### src/rtl/modarith_pkg.sv
package modarith_pkg;

    localparam int WORD_W    = 32;
    localparam int ADDR_W    = 9;
    localparam int MAX_WORDS = 96;
    localparam int LEN_W     = $clog2(MAX_WORDS + 1);
    localparam int NBANK     = 2;
    localparam int NMULT     = 2;
    localparam int MSEL_W    = (NMULT > 1) ? $clog2(NMULT) : 1;

    typedef logic [WORD_W-1:0] word_t;
    typedef logic [ADDR_W-1:0] addr_t;
    typedef logic [LEN_W-1:0]  len_t;

    typedef enum logic [1:0] {
        OP_ADD    = 2'b00,
        OP_SUB    = 2'b01,
        OP_COPY   = 2'b10,
        OP_MSTART = 2'b11
    } op_e;

    typedef struct packed {
        op_e   op;
        logic  sel;
        addr_t a_addr;
        addr_t b_addr;
        addr_t m_addr;
        addr_t d_addr;
        len_t  len;
    } cmd_t;

    typedef enum logic [2:0] {
        ST_IDLE,
        ST_RD_AB,
        ST_RD_M,
        ST_WR,
        ST_CP_RD,
        ST_CP_WR,
        ST_FINISH
    } state_e;

    typedef struct packed {
        word_t raw;
        word_t alt;
        logic  c_raw;
        logic  c_alt;
    } alu_out_t;

    // Word add with carry in; MSB of the result is the carry out.
    function automatic logic [WORD_W:0] add_c(word_t x, word_t y, logic ci);
        return {1'b0, x} + {1'b0, y} + {{WORD_W{1'b0}}, ci};
    endfunction

    // Word subtract with borrow in; MSB of the result is the borrow out.
    function automatic logic [WORD_W:0] sub_b(word_t x, word_t y, logic bi);
        return {1'b0, x} - {1'b0, y} - {{WORD_W{1'b0}}, bi};
    endfunction

endpackage

### src/rtl/modarith_word_alu.sv
module modarith_word_alu
    import modarith_pkg::*;
(
    input  op_e      op_i,
    input  word_t    a_i,
    input  word_t    b_i,
    input  word_t    m_i,
    input  logic     c_raw_i,
    input  logic     c_alt_i,
    output alu_out_t res_o
);
    logic [WORD_W:0] first;
    logic [WORD_W:0] second;

    always_comb begin
        if (op_i == OP_SUB) begin
            first  = sub_b(a_i, b_i, c_raw_i);
            second = add_c(first[WORD_W-1:0], m_i, c_alt_i);
        end else begin
            first  = add_c(a_i, b_i, c_raw_i);
            second = sub_b(first[WORD_W-1:0], m_i, c_alt_i);
        end
        res_o.raw   = first[WORD_W-1:0];
        res_o.alt   = second[WORD_W-1:0];
        res_o.c_raw = first[WORD_W];
        res_o.c_alt = second[WORD_W];
    end
endmodule

### src/rtl/modarith_port_mux.sv
module modarith_port_mux
    import modarith_pkg::*;
(
    input  logic                          busy_i,
    input  addr_t                         host_addr_i,
    input  logic [NBANK-1:0]              host_we_i,
    input  word_t                         host_wdata_i,
    input  logic [NBANK-1:0][ADDR_W-1:0]  seq_addr_i,
    input  logic [NBANK-1:0]              seq_we_i,
    input  logic [NBANK-1:0][WORD_W-1:0]  seq_wdata_i,
    output logic [NBANK-1:0][ADDR_W-1:0]  bank_addr_o,
    output logic [NBANK-1:0]              bank_we_o,
    output logic [NBANK-1:0][WORD_W-1:0]  bank_wdata_o
);
    for (genvar b = 0; b < NBANK; b++) begin : g_bank
        assign bank_addr_o[b]  = busy_i ? seq_addr_i[b]  : host_addr_i;
        assign bank_we_o[b]    = busy_i ? seq_we_i[b]    : host_we_i[b];
        assign bank_wdata_o[b] = busy_i ? seq_wdata_i[b] : host_wdata_i;
    end
endmodule

### src/rtl/modarith_mult_relay.sv
module modarith_mult_relay
    import modarith_pkg::*;
(
    input  logic              clk,
    input  logic              rst,
    input  logic              issue_i,
    input  logic [MSEL_W-1:0] sel_i,
    input  logic [NMULT-1:0]  done_i,
    output logic [NMULT-1:0]  start_o,
    output logic [NMULT-1:0]  status_o
);
    for (genvar k = 0; k < NMULT; k++) begin : g_mult
        always_ff @(posedge clk) begin
            if (rst) begin
                start_o[k]  <= 1'b0;
                status_o[k] <= 1'b0;
            end else begin
                start_o[k]  <= issue_i && (sel_i == MSEL_W'(k));
                status_o[k] <= done_i[k];
            end
        end
    end
endmodule

### src/rtl/modarith_seq.sv
module modarith_seq
    import modarith_pkg::*;
(
    input  logic                          clk,
    input  logic                          rst,
    input  logic                          cmd_valid_i,
    input  logic [1:0]                    cmd_op_i,
    input  logic                          cmd_sel_i,
    input  logic [ADDR_W-1:0]             cmd_a_addr_i,
    input  logic [ADDR_W-1:0]             cmd_b_addr_i,
    input  logic [ADDR_W-1:0]             cmd_m_addr_i,
    input  logic [ADDR_W-1:0]             cmd_d_addr_i,
    input  logic [LEN_W-1:0]              cmd_len_i,
    output logic                          busy_o,
    output logic                          done_o,
    input  logic [ADDR_W-1:0]             host_addr_i,
    input  logic [NBANK-1:0]              host_we_i,
    input  logic [WORD_W-1:0]             host_wdata_i,
    output logic [NBANK-1:0][ADDR_W-1:0]  bank_addr_o,
    output logic [NBANK-1:0]              bank_we_o,
    output logic [NBANK-1:0][WORD_W-1:0]  bank_wdata_o,
    input  logic [NBANK-1:0][WORD_W-1:0]  bank_rdata_i,
    output logic [NMULT-1:0]              mult_start_o,
    input  logic [NMULT-1:0]              mult_done_i,
    output logic [NMULT-1:0]              host_mult_done_o
);
    state_e   st_q;
    cmd_t     cmd_q;
    len_t     idx_q;
    word_t    a_q, b_q;
    logic     c_raw_q, c_alt_q;
    logic     cp_from_q;
    addr_t    cp_base_q;
    alu_out_t alu_res;
    logic     last_word, pick_alt, take, issue_mult;
    op_e      in_op;

    logic [NBANK-1:0][ADDR_W-1:0] seq_addr;
    logic [NBANK-1:0]             seq_we;
    logic [NBANK-1:0][WORD_W-1:0] seq_wdata;

    assign in_op      = op_e'(cmd_op_i);
    assign take       = cmd_valid_i && (st_q == ST_IDLE);
    assign issue_mult = take && (in_op == OP_MSTART);
    assign busy_o     = (st_q != ST_IDLE);
    assign done_o     = (st_q == ST_FINISH);
    assign last_word  = (idx_q == len_t'(cmd_q.len - 1'b1));
    // Correct value lives in bank 1 (the corrected candidate) when true.
    assign pick_alt   = (cmd_q.op == OP_SUB) ? alu_res.c_raw
                                             : (alu_res.c_raw || !alu_res.c_alt);

    modarith_word_alu u_alu (
        .op_i    (cmd_q.op),
        .a_i     (a_q),
        .b_i     (b_q),
        .m_i     (bank_rdata_i[0]),
        .c_raw_i (c_raw_q),
        .c_alt_i (c_alt_q),
        .res_o   (alu_res)
    );

    always_ff @(posedge clk) begin
        if (rst) begin
            st_q      <= ST_IDLE;
            cmd_q     <= '0;
            idx_q     <= '0;
            a_q       <= '0;
            b_q       <= '0;
            c_raw_q   <= 1'b0;
            c_alt_q   <= 1'b0;
            cp_from_q <= 1'b0;
            cp_base_q <= '0;
        end else begin
            case (st_q)
                ST_IDLE: begin
                    if (take && in_op != OP_MSTART) begin
                        cmd_q     <= '{op: in_op, sel: cmd_sel_i, a_addr: cmd_a_addr_i,
                                       b_addr: cmd_b_addr_i, m_addr: cmd_m_addr_i,
                                       d_addr: cmd_d_addr_i, len: cmd_len_i};
                        idx_q     <= '0;
                        c_raw_q   <= 1'b0;
                        c_alt_q   <= 1'b0;
                        cp_from_q <= cmd_sel_i;
                        cp_base_q <= cmd_a_addr_i;
                        if (cmd_len_i == '0)
                            st_q <= ST_FINISH;
                        else if (in_op == OP_COPY)
                            st_q <= ST_CP_RD;
                        else
                            st_q <= ST_RD_AB;
                    end
                end
                ST_RD_AB: st_q <= ST_RD_M;
                ST_RD_M: begin
                    a_q  <= bank_rdata_i[0];
                    b_q  <= bank_rdata_i[1];
                    st_q <= ST_WR;
                end
                ST_WR: begin
                    c_raw_q <= alu_res.c_raw;
                    c_alt_q <= alu_res.c_alt;
                    if (last_word) begin
                        idx_q     <= '0;
                        cp_from_q <= pick_alt;
                        cp_base_q <= cmd_q.d_addr;
                        st_q      <= ST_CP_RD;
                    end else begin
                        idx_q <= idx_q + 1'b1;
                        st_q  <= ST_RD_AB;
                    end
                end
                ST_CP_RD: st_q <= ST_CP_WR;
                ST_CP_WR: begin
                    if (last_word) begin
                        st_q <= ST_FINISH;
                    end else begin
                        idx_q <= idx_q + 1'b1;
                        st_q  <= ST_CP_RD;
                    end
                end
                default: st_q <= ST_IDLE;
            endcase
        end
    end

    always_comb begin
        seq_addr  = '0;
        seq_we    = '0;
        seq_wdata = '0;
        case (st_q)
            ST_RD_AB: begin
                seq_addr[0] = cmd_q.a_addr + ADDR_W'(idx_q);
                seq_addr[1] = cmd_q.b_addr + ADDR_W'(idx_q);
            end
            ST_RD_M: seq_addr[0] = cmd_q.m_addr + ADDR_W'(idx_q);
            ST_WR: begin
                seq_addr[0]  = cmd_q.d_addr + ADDR_W'(idx_q);
                seq_addr[1]  = cmd_q.d_addr + ADDR_W'(idx_q);
                seq_we       = '1;
                seq_wdata[0] = alu_res.raw;
                seq_wdata[1] = alu_res.alt;
            end
            ST_CP_RD: seq_addr[cp_from_q] = cp_base_q + ADDR_W'(idx_q);
            ST_CP_WR: begin
                seq_addr[~cp_from_q]  = cmd_q.d_addr + ADDR_W'(idx_q);
                seq_we[~cp_from_q]    = 1'b1;
                seq_wdata[~cp_from_q] = bank_rdata_i[cp_from_q];
            end
            default: ;
        endcase
    end

    modarith_port_mux u_mux (
        .busy_i       (busy_o),
        .host_addr_i  (host_addr_i),
        .host_we_i    (host_we_i),
        .host_wdata_i (host_wdata_i),
        .seq_addr_i   (seq_addr),
        .seq_we_i     (seq_we),
        .seq_wdata_i  (seq_wdata),
        .bank_addr_o  (bank_addr_o),
        .bank_we_o    (bank_we_o),
        .bank_wdata_o (bank_wdata_o)
    );

    modarith_mult_relay u_relay (
        .clk      (clk),
        .rst      (rst),
        .issue_i  (issue_mult),
        .sel_i    (MSEL_W'(cmd_sel_i)),
        .done_i   (mult_done_i),
        .start_o  (mult_start_o),
        .status_o (host_mult_done_o)
    );
endmodule

### config.mk
export PLATFORM = sky130hd
export DESIGN_NAME = modarith_seq
export DESIGN_NICKNAME = d
export VERILOG_FILES = /design/src/rtl/modarith_pkg.sv /design/src/rtl/modarith_word_alu.sv /design/src/rtl/modarith_port_mux.sv /design/src/rtl/modarith_mult_relay.sv /design/src/rtl/modarith_seq.sv
export SDC_FILE = /design/constraint.sdc
export NUM_CORES = 1
export LEC_CHECK = 0
export ABC_AREA = 1
export BUFFER_PORTS_ARGS = -buffer_cell sky130_fd_sc_hd__buf_2
export CORE_MARGIN = 2
export CORE_UTILIZATION = 40
export DETAILED_ROUTE_END_ITERATION = 6
export MAX_ROUTING_LAYER = met4
export PLACE_DENSITY = 0.73
export SETUP_SLACK_MARGIN = 0.1
export SLEW_MARGIN = 20
export SYNTH_ARGS = -nofsm -noshare
export SYNTH_HDL_FRONTEND = slang
export SYNTH_HIERARCHICAL = 1
export SYNTH_SLANG_ARGS = --single-unit
### constraint.sdc
create_clock -name clk -period 4.35 [get_ports clk]
set_clock_uncertainty 0.2 [all_clocks]
set_input_delay 0.435 -clock clk [delete_from_list [all_inputs] [get_ports clk]]
set_output_delay 0.435 -clock clk [all_outputs]
set_load 0.01 [all_outputs]
* Word-level counts from Yosys, hierarchy flattened
Cells that the tools add are included.
Storage, ports and cells: flip-flop bits (word level) 135, bits in latches 0, RAM bits 0, bits in read-only memories 0, input port bits 158, output and inout bits 90, logic and storage cells 116, memories 0
Operators by class: add/sub/neg operators 15, multiply operators 0, divide/modulo/power cells 0, $lt $le $gt $ge 4, equality and inequality tests 14, shift-type cells 0, multiplexer cells 42, bitwise gates (word level) 5, reductions and logical operators 18
Operator list (count):
- 2-to-1 mux 32 bit | 5
- one-hot mux 64 bit (2 select lines) | 1
- adder 32 x 32 -> 33 bit | 2
- adder 33 x 1 -> 33 bit | 2
- 2-to-1 mux 33 bit | 2
- subtractor 32 x 32 -> 33 bit | 2
- subtractor 33 x 1 -> 33 bit | 2
- bitwise AND 64 bit | 1
- 2-to-1 mux 9 bit | 6
- adder 9 x 7 -> 9 bit | 5
- one-hot mux 9 bit (5 select lines) | 1
- bitwise AND 18 bit | 2
- one-hot mux 9 bit (4 select lines) | 1
- demux 32 bit (select 1 bit) | 1
- 2-to-1 mux 7 bit | 3
- one-hot mux 7 bit (3 select lines) | 1
- demux 9 bit (select 1 bit) | 2
- one-hot mux 3 bit (6 select lines) | 1
- one-hot mux 9 bit (2 select lines) | 1
- 2-to-1 mux 3 bit | 4
- == test 3 bit (second input constant) | 3
- adder 7 x 1 -> 7 bit (second input constant) | 1
- == test 7 bit | 1
- logical AND 1 bit | 7
- 23 further kinds | 41

* Depth between registers and ports, before layout
Gate-level depths: netlist of run 1.
depth in word-level cells 10, gate-level depth with buffers 34, depth with buffers taken out 33

* Hierarchy
Netlist of run 1, hierarchy kept.
By module, submodules not included:
- modarith_word_alu | instances 1, cells an instance 2351, area each 11546.1 um^2, sequential area each 0.0 um^2
- modarith_seq | instances 1, cells an instance 1077, area each 7562.3 um^2, sequential area each 2622.5 um^2
- modarith_port_mux | instances 1, cells an instance 225, area each 878.3 um^2, sequential area each 0.0 um^2
- modarith_mult_relay | instances 1, cells an instance 13, area each 116.4 um^2, sequential area each 80.1 um^2

* Worst setup path before layout of run 1
No wires, ideal clock.
path type reg-to-output, start point reg a_q[0], end point out bank_wdata_o[57] (netlist name), arrival 3.578 ns, data required time 3.715 ns, setup slack 0.137 ns, cell stages (with the launch flop) 27, buffers on the path 0, path through dfxtp_1 > inv_1 > fa_1 > fa_1 > inv_1 > nand3_1 > nand3_2 > nand2_1 > nand2_1 > nand3_1 > nand3_1 > nand2_1 > ha_1 > inv_1 > ha_1 > nand2_1 > nor2_1 > nand2_1 > nor3b_1 > nand2_1 > nand3_1 > nand2_1 > nand3_1 > nand2_1 > a32o_1 > nand2_1 > nand2_1
RTL lines:
- from (decl) | RTL line modarith_seq.sv:30 | word_t a_q, b_q;
- from (signal assigned) | RTL line modarith_seq.sv:95 | a_q <= bank_rdata_i[0];
- to (decl) | RTL line modarith_seq.sv:21 | output logic [NBANK-1:0][WORD_W-1:0] bank_wdata_o,

==> results.md, run 1 <==
Run status:
- The run finished, with violations left.
- The checks that failed: design-rule violations, negative setup slack.

Setup path:
- The type of the worst setup path is register to output port.
- For the worst setup path, the data required time is 3.71 ns.
- STA puts the critical path data arrival time at 4.44 ns.
- In this design, the stage delay of the slowest critical-path cell is 0.41 ns.
- The cell that appears most often on the critical path is nand2_1.
- The critical path launch point type is a register.
- In this run the register-to-register setup slack is -0.12 ns.
- For this design, the slowest cell found on the critical path is fa_2.
- The biggest fanout along the worst timing path is 5.
- The worst setup path is captured at an output port.

Synthesis:
- The fraction of registers with async set or reset after synthesis is 0%.
- After technology mapping, the gate count stands at 3,666.
- The most numerous cell in the Yosys netlist is nand2_1.
- By area the synthesized netlist is led by nand2_1, dfxtp_1, ha_1, inv_1, nor2_1.
- The dominant cell type by area after synthesis is nand2_1.
- Counting flops and latches in the post-synthesis netlist gives 135.
- The synthesized netlist contains 50 unique library cells.
- A synthesized cell averages 5.484 µm².
- The number of nets in the synthesized netlist is 4,051.
- In this run, synthesis inferred 0 flip-flops with an integrated enable.
- Among all flip-flop cells after synthesis, the most frequent one is dfxtp_1.
- By count the netlist is led by nand2_1, inv_1, nor2_1.
- The Yosys warning count is 6.
- The total standard cell area after synthesis is 0.02010 mm².
- The share of the synthesized area in the top cell type is 23.60%.
- The share of the yosys chip area belonging to registers is 13.44%.

Final layout:
- The core utilization of the finished layout is 59.08%.
- From synthesis to final layout, the design area changed by 46.53%.
- The fraction of layout instances using a drive strength above 1 is 32.24%.
- The non-filler instance count after layout is 4,968.
- The final layout contains 4,670 nets.
- The antenna diode count is 0.

Global route:
- The via count of the first global-routing pass is 24,530.
- The global-route wire length before repair is 131,700 µm.
- In the global route stage, overall resource usage came out at 32.87%.
- Global routing finished with a remaining overflow of 0.
- The largest net degree at the start of global routing is 87.
- The initial antenna violation count came to 0.

Job:
- The number of max-capacitance violations reported is 0.

Placement:
- The placed wire-length estimate after detailed placement is 66,650 µm.
- Buffers placed on the I/O ports in this run total 247.
- The last weighted congestion value of the routability-driven placer is 1.000.
- After detailed placement, the design holds a cell count of 4,886.

Route:
- The detail route stage leaves a number of antenna-violating nets equal to 0.
- The first-pass detailed-route iteration total is 7.
- The number of vias after detailed routing is 26,120.
- The ratio of routed vias to standard cells is 5.257.
- The routed wire length is 88,360 µm.
- In the routed design, unresolved DRC markers number 4.
- After detailed routing, the average wire length per cell comes to 17.79 µm.
- For this block, the initial DRC count from the detailed router was 2,436.

Floorplan:
- The floorplan step defined a die boundary enclosing 0.05207 mm².
- The die is 228.2 µm wide.
- For this configuration, the core starts out at a cell density of 40.32%.
- The core box area is 0.04986 mm².
- Measured along the y axis, the die boundary spans 228.2 µm.
- Pin placement for this block handled 248 I/O pins.
- The floorplan has 82 rows.

Clock tree:
- TritonCTS built the clock tree.
- Counting every sink on the clock net gives 135.
- The clock latency on the worst-skew pair is 0.45 ns.
- TritonCTS created 17 clock buffers.
- The register clock-pin slew on the reported worst setup and hold paths is 0.06 ns.
- The tree is rooted in a clkbuf_16.
- The maximum clock insertion buffer count is 2.
- The H-tree was split into 4 levels.

Timing:
- Setup repair after global routing could not meet its margin everywhere.
- Of the available clock period, the critical path in the final layout requires 116.6%.
- The tightest hold path in the finished design has a slack of 0.01461 ns.
- The total count of max-transition violations in the final report was 0.
- The shortest period the worst path allows is 5.073 ns.
- The setup-violating endpoint count in the final report is 29.
- The count of final hold-check violations is 0.
- The worst-margin pin slew is 1.026 ns.
- The worst slew margin relative to its limit is 31.61%.
- After layout, the worst setup slack is -0.7233 ns.
- Static timing analysis puts the maximum clock frequency at 197.1 MHz.

Power and ir drop:
- Internal power comes to 9.792 mW.
- Sequential cells burn 7.3% of the power.
- Of the total power, combinational logic draws 84.7%.
- The switching portion of total power is 51.67%.
- In this run the power density over the cells is 687.8 mW/mm².
- In this run, the clock network consumes 8.0% of the power.
- The switching power summed over all nets is 10.47 mW.
- The maximum ir drop on the vdd rail is 0.3998 mV.
- In this run the static leakage power is 15.81 nW.

Hold path:
- The class of the worst hold path is input port to register.
[path summary, 6_finish.rpt]
path | end | start | cells after the start
hold / removal | cmd_q[30] | cmd_b_addr_i[5] | 3
setup reg to reg | cp_from_q | a_q[4] | 33
setup / recovery | bank_wdata_o[61] | a_q[0] | 28
hold reg to reg | cmd_q[39] | cmd_q[39] | 2
[timing repair]
| action | CTS | global route |
|---|---|---|
| setup endpoints to repair | 36 | 37 |
| gates cloned | 0 | 2 |
| endpoints found under the hold margin | 2 | 0 |
| buffers inserted | 33 | 25 |
| hold buffers | 2 | 0 |
| resized for setup | 568 | 284 |
| pin swaps | 183 | 175 |
[metal layers]
metal | share of wire [%] | GRT usage (%) | routed length [µm]
met2 | 45 | 52.76 | 39990
met4 | 5.4 | 15.32 | 4768
met5 | 0 | - | 0
met1 | 41 | 41.32 | 36290
met3 | 8.3 | 3.713 | 7311
[cell type report]
cell class | instances | area [µm²]
fill | 4684 | 20410
multi-input combinational | 2751 | 17860
timing repair buffer | 693 | 4797
sequential | 135 | 2716
inverter | 687 | 2604
tap | 672 | 840.8
clock buffer | 20 | 466.7
clock inverter | 10 | 170.2
[power groups by stage]
stage / registers [mW] / logic (mW) / clock network (mW)
after global placement: 1.49 / 12.8 / 0
after floorplan: 1.46 / 7.32 / 0
after detailed placement: 1.49 / 12.9 / 0
after global routing: 1.49 / 18.5 / 1.68
final: 1.47 / 17.2 / 1.62
after CTS: 1.47 / 15.7 / 1.63
[cells by family after synthesis]
logic type | count (synthesis) | synth area share, %
AO/OA/AOI/OAI | 495 | 14.73
AND/OR/NAND/NOR | 1980 | 40.11
adder cells (fa/ha/maj) | 227 | 14.58
buffers and inverters | 780 | 14.90
XOR/XNOR | 49 | 2.247
flip-flops | 135 | 13.44
[per-stage QoR]
stage,power (mW),setup WS (ns),setup TNS (ns),instance area [µm²]
5_1_grt,21.68,-0.9272,-21.85,29460
6_report,20.26,-0.7233,-16.43,29460
3_3_place_gp,14.28,-0.5505,-11.01,24750
2_1_floorplan,8.786,0.1370,0,20100
4_1_cts,18.76,-0.5963,-12.49,28180
3_5_place_dp,14.35,-0.5895,-12.05,24750
[sequential cells by signal (all words and copies together) (netlist names), 2 cells and up]
register and count:
cmd_q 45, a_q 32, b_q 32, cp_base_q 9, idx_q 7, st_q 3
u_relay/start_o 2, u_relay/status_o 2
[layout by cell type, fill, tap and decap left out, types with 26 or more instances in the layout]
cell type     n
nand2_1    1040
inv_1       615
buf_4       405
nor2_1      290
buf_2       247
nand3_1     172
o21ai_0     170
nand2_2     166
a21oi_1     127
ha_1        126
dfxtp_1     124
ha_4         89
nand2_4      66
a32o_1       63
inv_2        61
a21oi_2      46
nor2_4       43
nor2_2       41
nand3_2      35
buf_6        34
xor2_1       27
nand4_1      26
[worst max-delay path: cells and delay by family, from the launching register on]
kind	cells	cell delay, ns
AOI/OAI and AO/OA	2	0.27
and+or+nand+nor	16	1.48
buffers and inverters	5	0.43
adders and majority gates	4	1.27
DFF	1	0.33
xor gates and xnor gates	1	0.19
Note: power is estimated with default switching activity, not from simulation.
==> run 2: changes to the inputs <==
--- a/config.mk
+++ b/config.mk
@@ -7,6 +7,7 @@
 export LEC_CHECK = 0
 export ABC_AREA = 1
 export BUFFER_PORTS_ARGS = -buffer_cell sky130_fd_sc_hd__buf_2
+export CORE_ASPECT_RATIO = 0.9
 export CORE_MARGIN = 2
 export CORE_UTILIZATION = 40
 export DETAILED_ROUTE_END_ITERATION = 6
==> results.md, run 2 (same netlist as run 1, synthesis figures left out) <==
Run status:
- The flow ran to the end, but the final reports show violations.
- The checks that failed: negative setup slack.

Power and ir drop:
- The total power divided by cell area was 670.7 mW/mm² (-2.5%).
- The leakage power total is 15.65 nW (-0.97%).
- The maximum ir drop on the vdd rail is 0.4047 mV (+1.2%).

Global route:
- The initial antenna violation count is 1 (+1).
- The largest net degree at the start of global routing is 80 (-8.0%).
- The sum of overflow across all layers after global routing came to 0 (unchanged).
- The via count of the first global-routing pass is 24,040 (-2.0%).
- The global-route wire length before repair is 129,100 µm (-2.0%).
- The overall global routing resource usage is 32.59% (-0.28 points).

Setup path:
- The maximum cell stage delay along the critical path came to 0.41 ns (about the same).
- The type of the worst setup path is register to output port.
- The kind of end point of the critical path is an output port.
- The critical path launch point type is a register.
- The arrival time reported for the critical path endpoint is 4.48 ns (+0.04 ns).
- The data required time at the worst endpoint is 3.71 ns (about the same).
- The largest individual stage delay along the critical path comes from the cell fa_2.
- The register-to-register setup slack is -0.22 ns (-0.10 ns).
- The biggest fanout along the worst timing path is 5 (unchanged).
- Counting stages on the worst path, the most repeated cell is nand2_1.

Floorplan:
- The number of primary I/O pins is 248 (unchanged).
- The effective utilization at floorplan is 40.67% (+0.36 points).
- The horizontal extent of the die is 240.3 µm (+5.3%).
- The core box area is 0.04942 mm² (-0.88%).
- The total die area is 0.05207 mm² (about the same).
- The chip height came to 216.7 µm (-5.0%).
- The standard-cell row count is 77 (-6.1%).

Clock tree:
- The depth of the CTS H-tree is 4 (unchanged).
- The CTS tree is yes.
- The number of sinks handled by clock tree synthesis is 135 (unchanged).
- The register clock-pin slew on the reported worst setup and hold paths is 0.07 ns (about the same).
- In this run the clock root is driven by a clkbuf_16.
- The clock latency on the worst-skew pair is 0.47 ns (+0.02 ns).
- The maximum clock insertion buffer count is 2 (unchanged).
- The number of buffers added by the clock tree synthesis step is 17 (unchanged).

Hold path:
- The tightest min-delay check is of the input port to register type.

Final layout:
- The flip-flop count of the largest register, all copies and words added is 45 (unchanged).
- The fraction of layout instances using a drive strength above 1 was 32.23% (about the same).
- The register with the highest flop count is cmd_q.
- The top cell types in the final layout, fill and taps aside, are nand2_1, inv_1, buf_4.
- Compared with the post-synthesis result, the final layout area differs by 46.29%.
- The final net count was 4,678 (+0.17%).
- The leading cell type in the layout, fill and taps excluded is nand2_1.
- In the final layout, the registers with the most flip-flops are cmd_q: 45 flops, a_q: 32 flops, b_q: 32 flops.
- The final standard cell area without fillers is 0.02941 mm² (-0.16%).

Timing:
- Setup repair after global routing could not meet its margin everywhere.
- The period utilization is 117.5% (+0.88 points).
- The final hold slack was 0.01537 ns (+0.0007688 ns).
- The total count of max-transition violations in the final report is 0 (unchanged).
- The setup-violating endpoint count in the final report is 30 (+3.4%).
- The achievable clock frequency is 195.6 MHz (-0.74%).
- The shortest period the worst path allows is 5.111 ns (+0.03808 ns).
- The worst-margin pin slew is 1.033 ns (+0.006903 ns).
- The count of final hold-check violations was 0 (unchanged).
- The post-route worst setup slack is -0.7614 ns (-0.03808 ns).
- The worst slew margin relative to its limit is 31.15% (-0.46 points).

Job:
- The number of max-capacitance violations reported came to 0 (unchanged).

Placement:
- The placed wire-length estimate after detailed placement is 65,710 µm (-1.4%).
- The last weighted congestion value of the routability-driven placer came to 1.027 (+2.6%).
- The area of placed instances came to 0.02480 mm² (+0.19%).
- The post-placement setup slack is -0.5363 ns (+0.05322 ns).
- The number of port buffers came to 247 (unchanged).

Route:
- The ratio of routed vias to standard cells came to 5.290 (+0.63%).
- The number of vias after detailed routing was 26,330 (+0.83%).
- The number of remaining DRC errors was 0 (-4).
- The routed wire length came to 87,450 µm (-1.0%).
- The number of nets with antenna violations after routing came to 0 (unchanged).
- The starting DRC count in detailed routing is 2,746 (+13%).
- The routed wire length per instance is 17.57 µm (-1.2%).
- The first-pass detailed-route iteration total is 6 (-1).
==> run 2: cell type report <==
cell class | instances | area (µm²)
well taps | 671 | 839.6
clock buffers | 18 | 439.2
inverters | 687 | 2599
fillers | 4522 | 20010
clock inverters | 14 | 137.6
diodes | 1 | 2.502
multi-input cells | 2751 | 17810
repair buffers | 701 | 4872
flip-flops and latches | 135 | 2714
==> run 2: critical path, delay by kind of cell, from the launching register on <==
family                   cells  cell delay, ns
adder cells (fa/ha/maj)      4            1.34
flip-flops                   1            0.34
AND/OR/NAND/NOR             15            1.35
AO/OA/AOI/OAI                2            0.42
buffers and inverters        6            0.58
==> run 2: timing repair <==
action	in CTS	in global routing
buffers inserted	12	28
pin swaps	166	136
hold endpoints to repair	17	0
endpoints found under the setup margin	33	36
hold buffers	17	0
cloned	0	2
resized for setup	446	359
==> run 2: metal layers <==
layer / GRT usage (%) / share of wire [%] / vias up
met2: 51.71 / 45 / 1317
met3: 4.687 / 8.7 / 267
met4: 12.63 / 4.7 / 0
met5: - / 0 / -
met1: 41.71 / 42 / 11970
li1: - / - / 12780
==> run 2: stage by stage <==
stage	std cells	setup TNS (ns)	util (%)	total power [mW]
2_1_floorplan	3666	0	-	8.786
3_3_place_gp	4888	-9.257	50.17	14.26
3_5_place_dp	4888	-10.71	50.17	14.37
4_1_cts	4949	-14.52	55.92	17.76
5_1_grt	4978	-21.77	59.50	21.12
6_report	4978	-16.77	59.50	19.72
==> run 2: power breakdown <==
part | switching [mW] | internal, mW | total, mW
sequential | 0.107 | 1.37 | 1.47
combinational | 9.57 | 7.20 | 16.8
clock | 0.671 | 0.812 | 1.48
==> run 2: worst paths after layout <==
| kind | from | end | cells past startpoint |
|---|---|---|---|
| min | cmd_b_addr_i[3] | cmd_q[28] | 3 |
| max reg2reg | a_q[0] | cp_from_q | 31 |
| max | a_q[0] | bank_wdata_o[57] | 27 |
| min reg2reg | cmd_q[34] | cmd_q[34] | 2 |
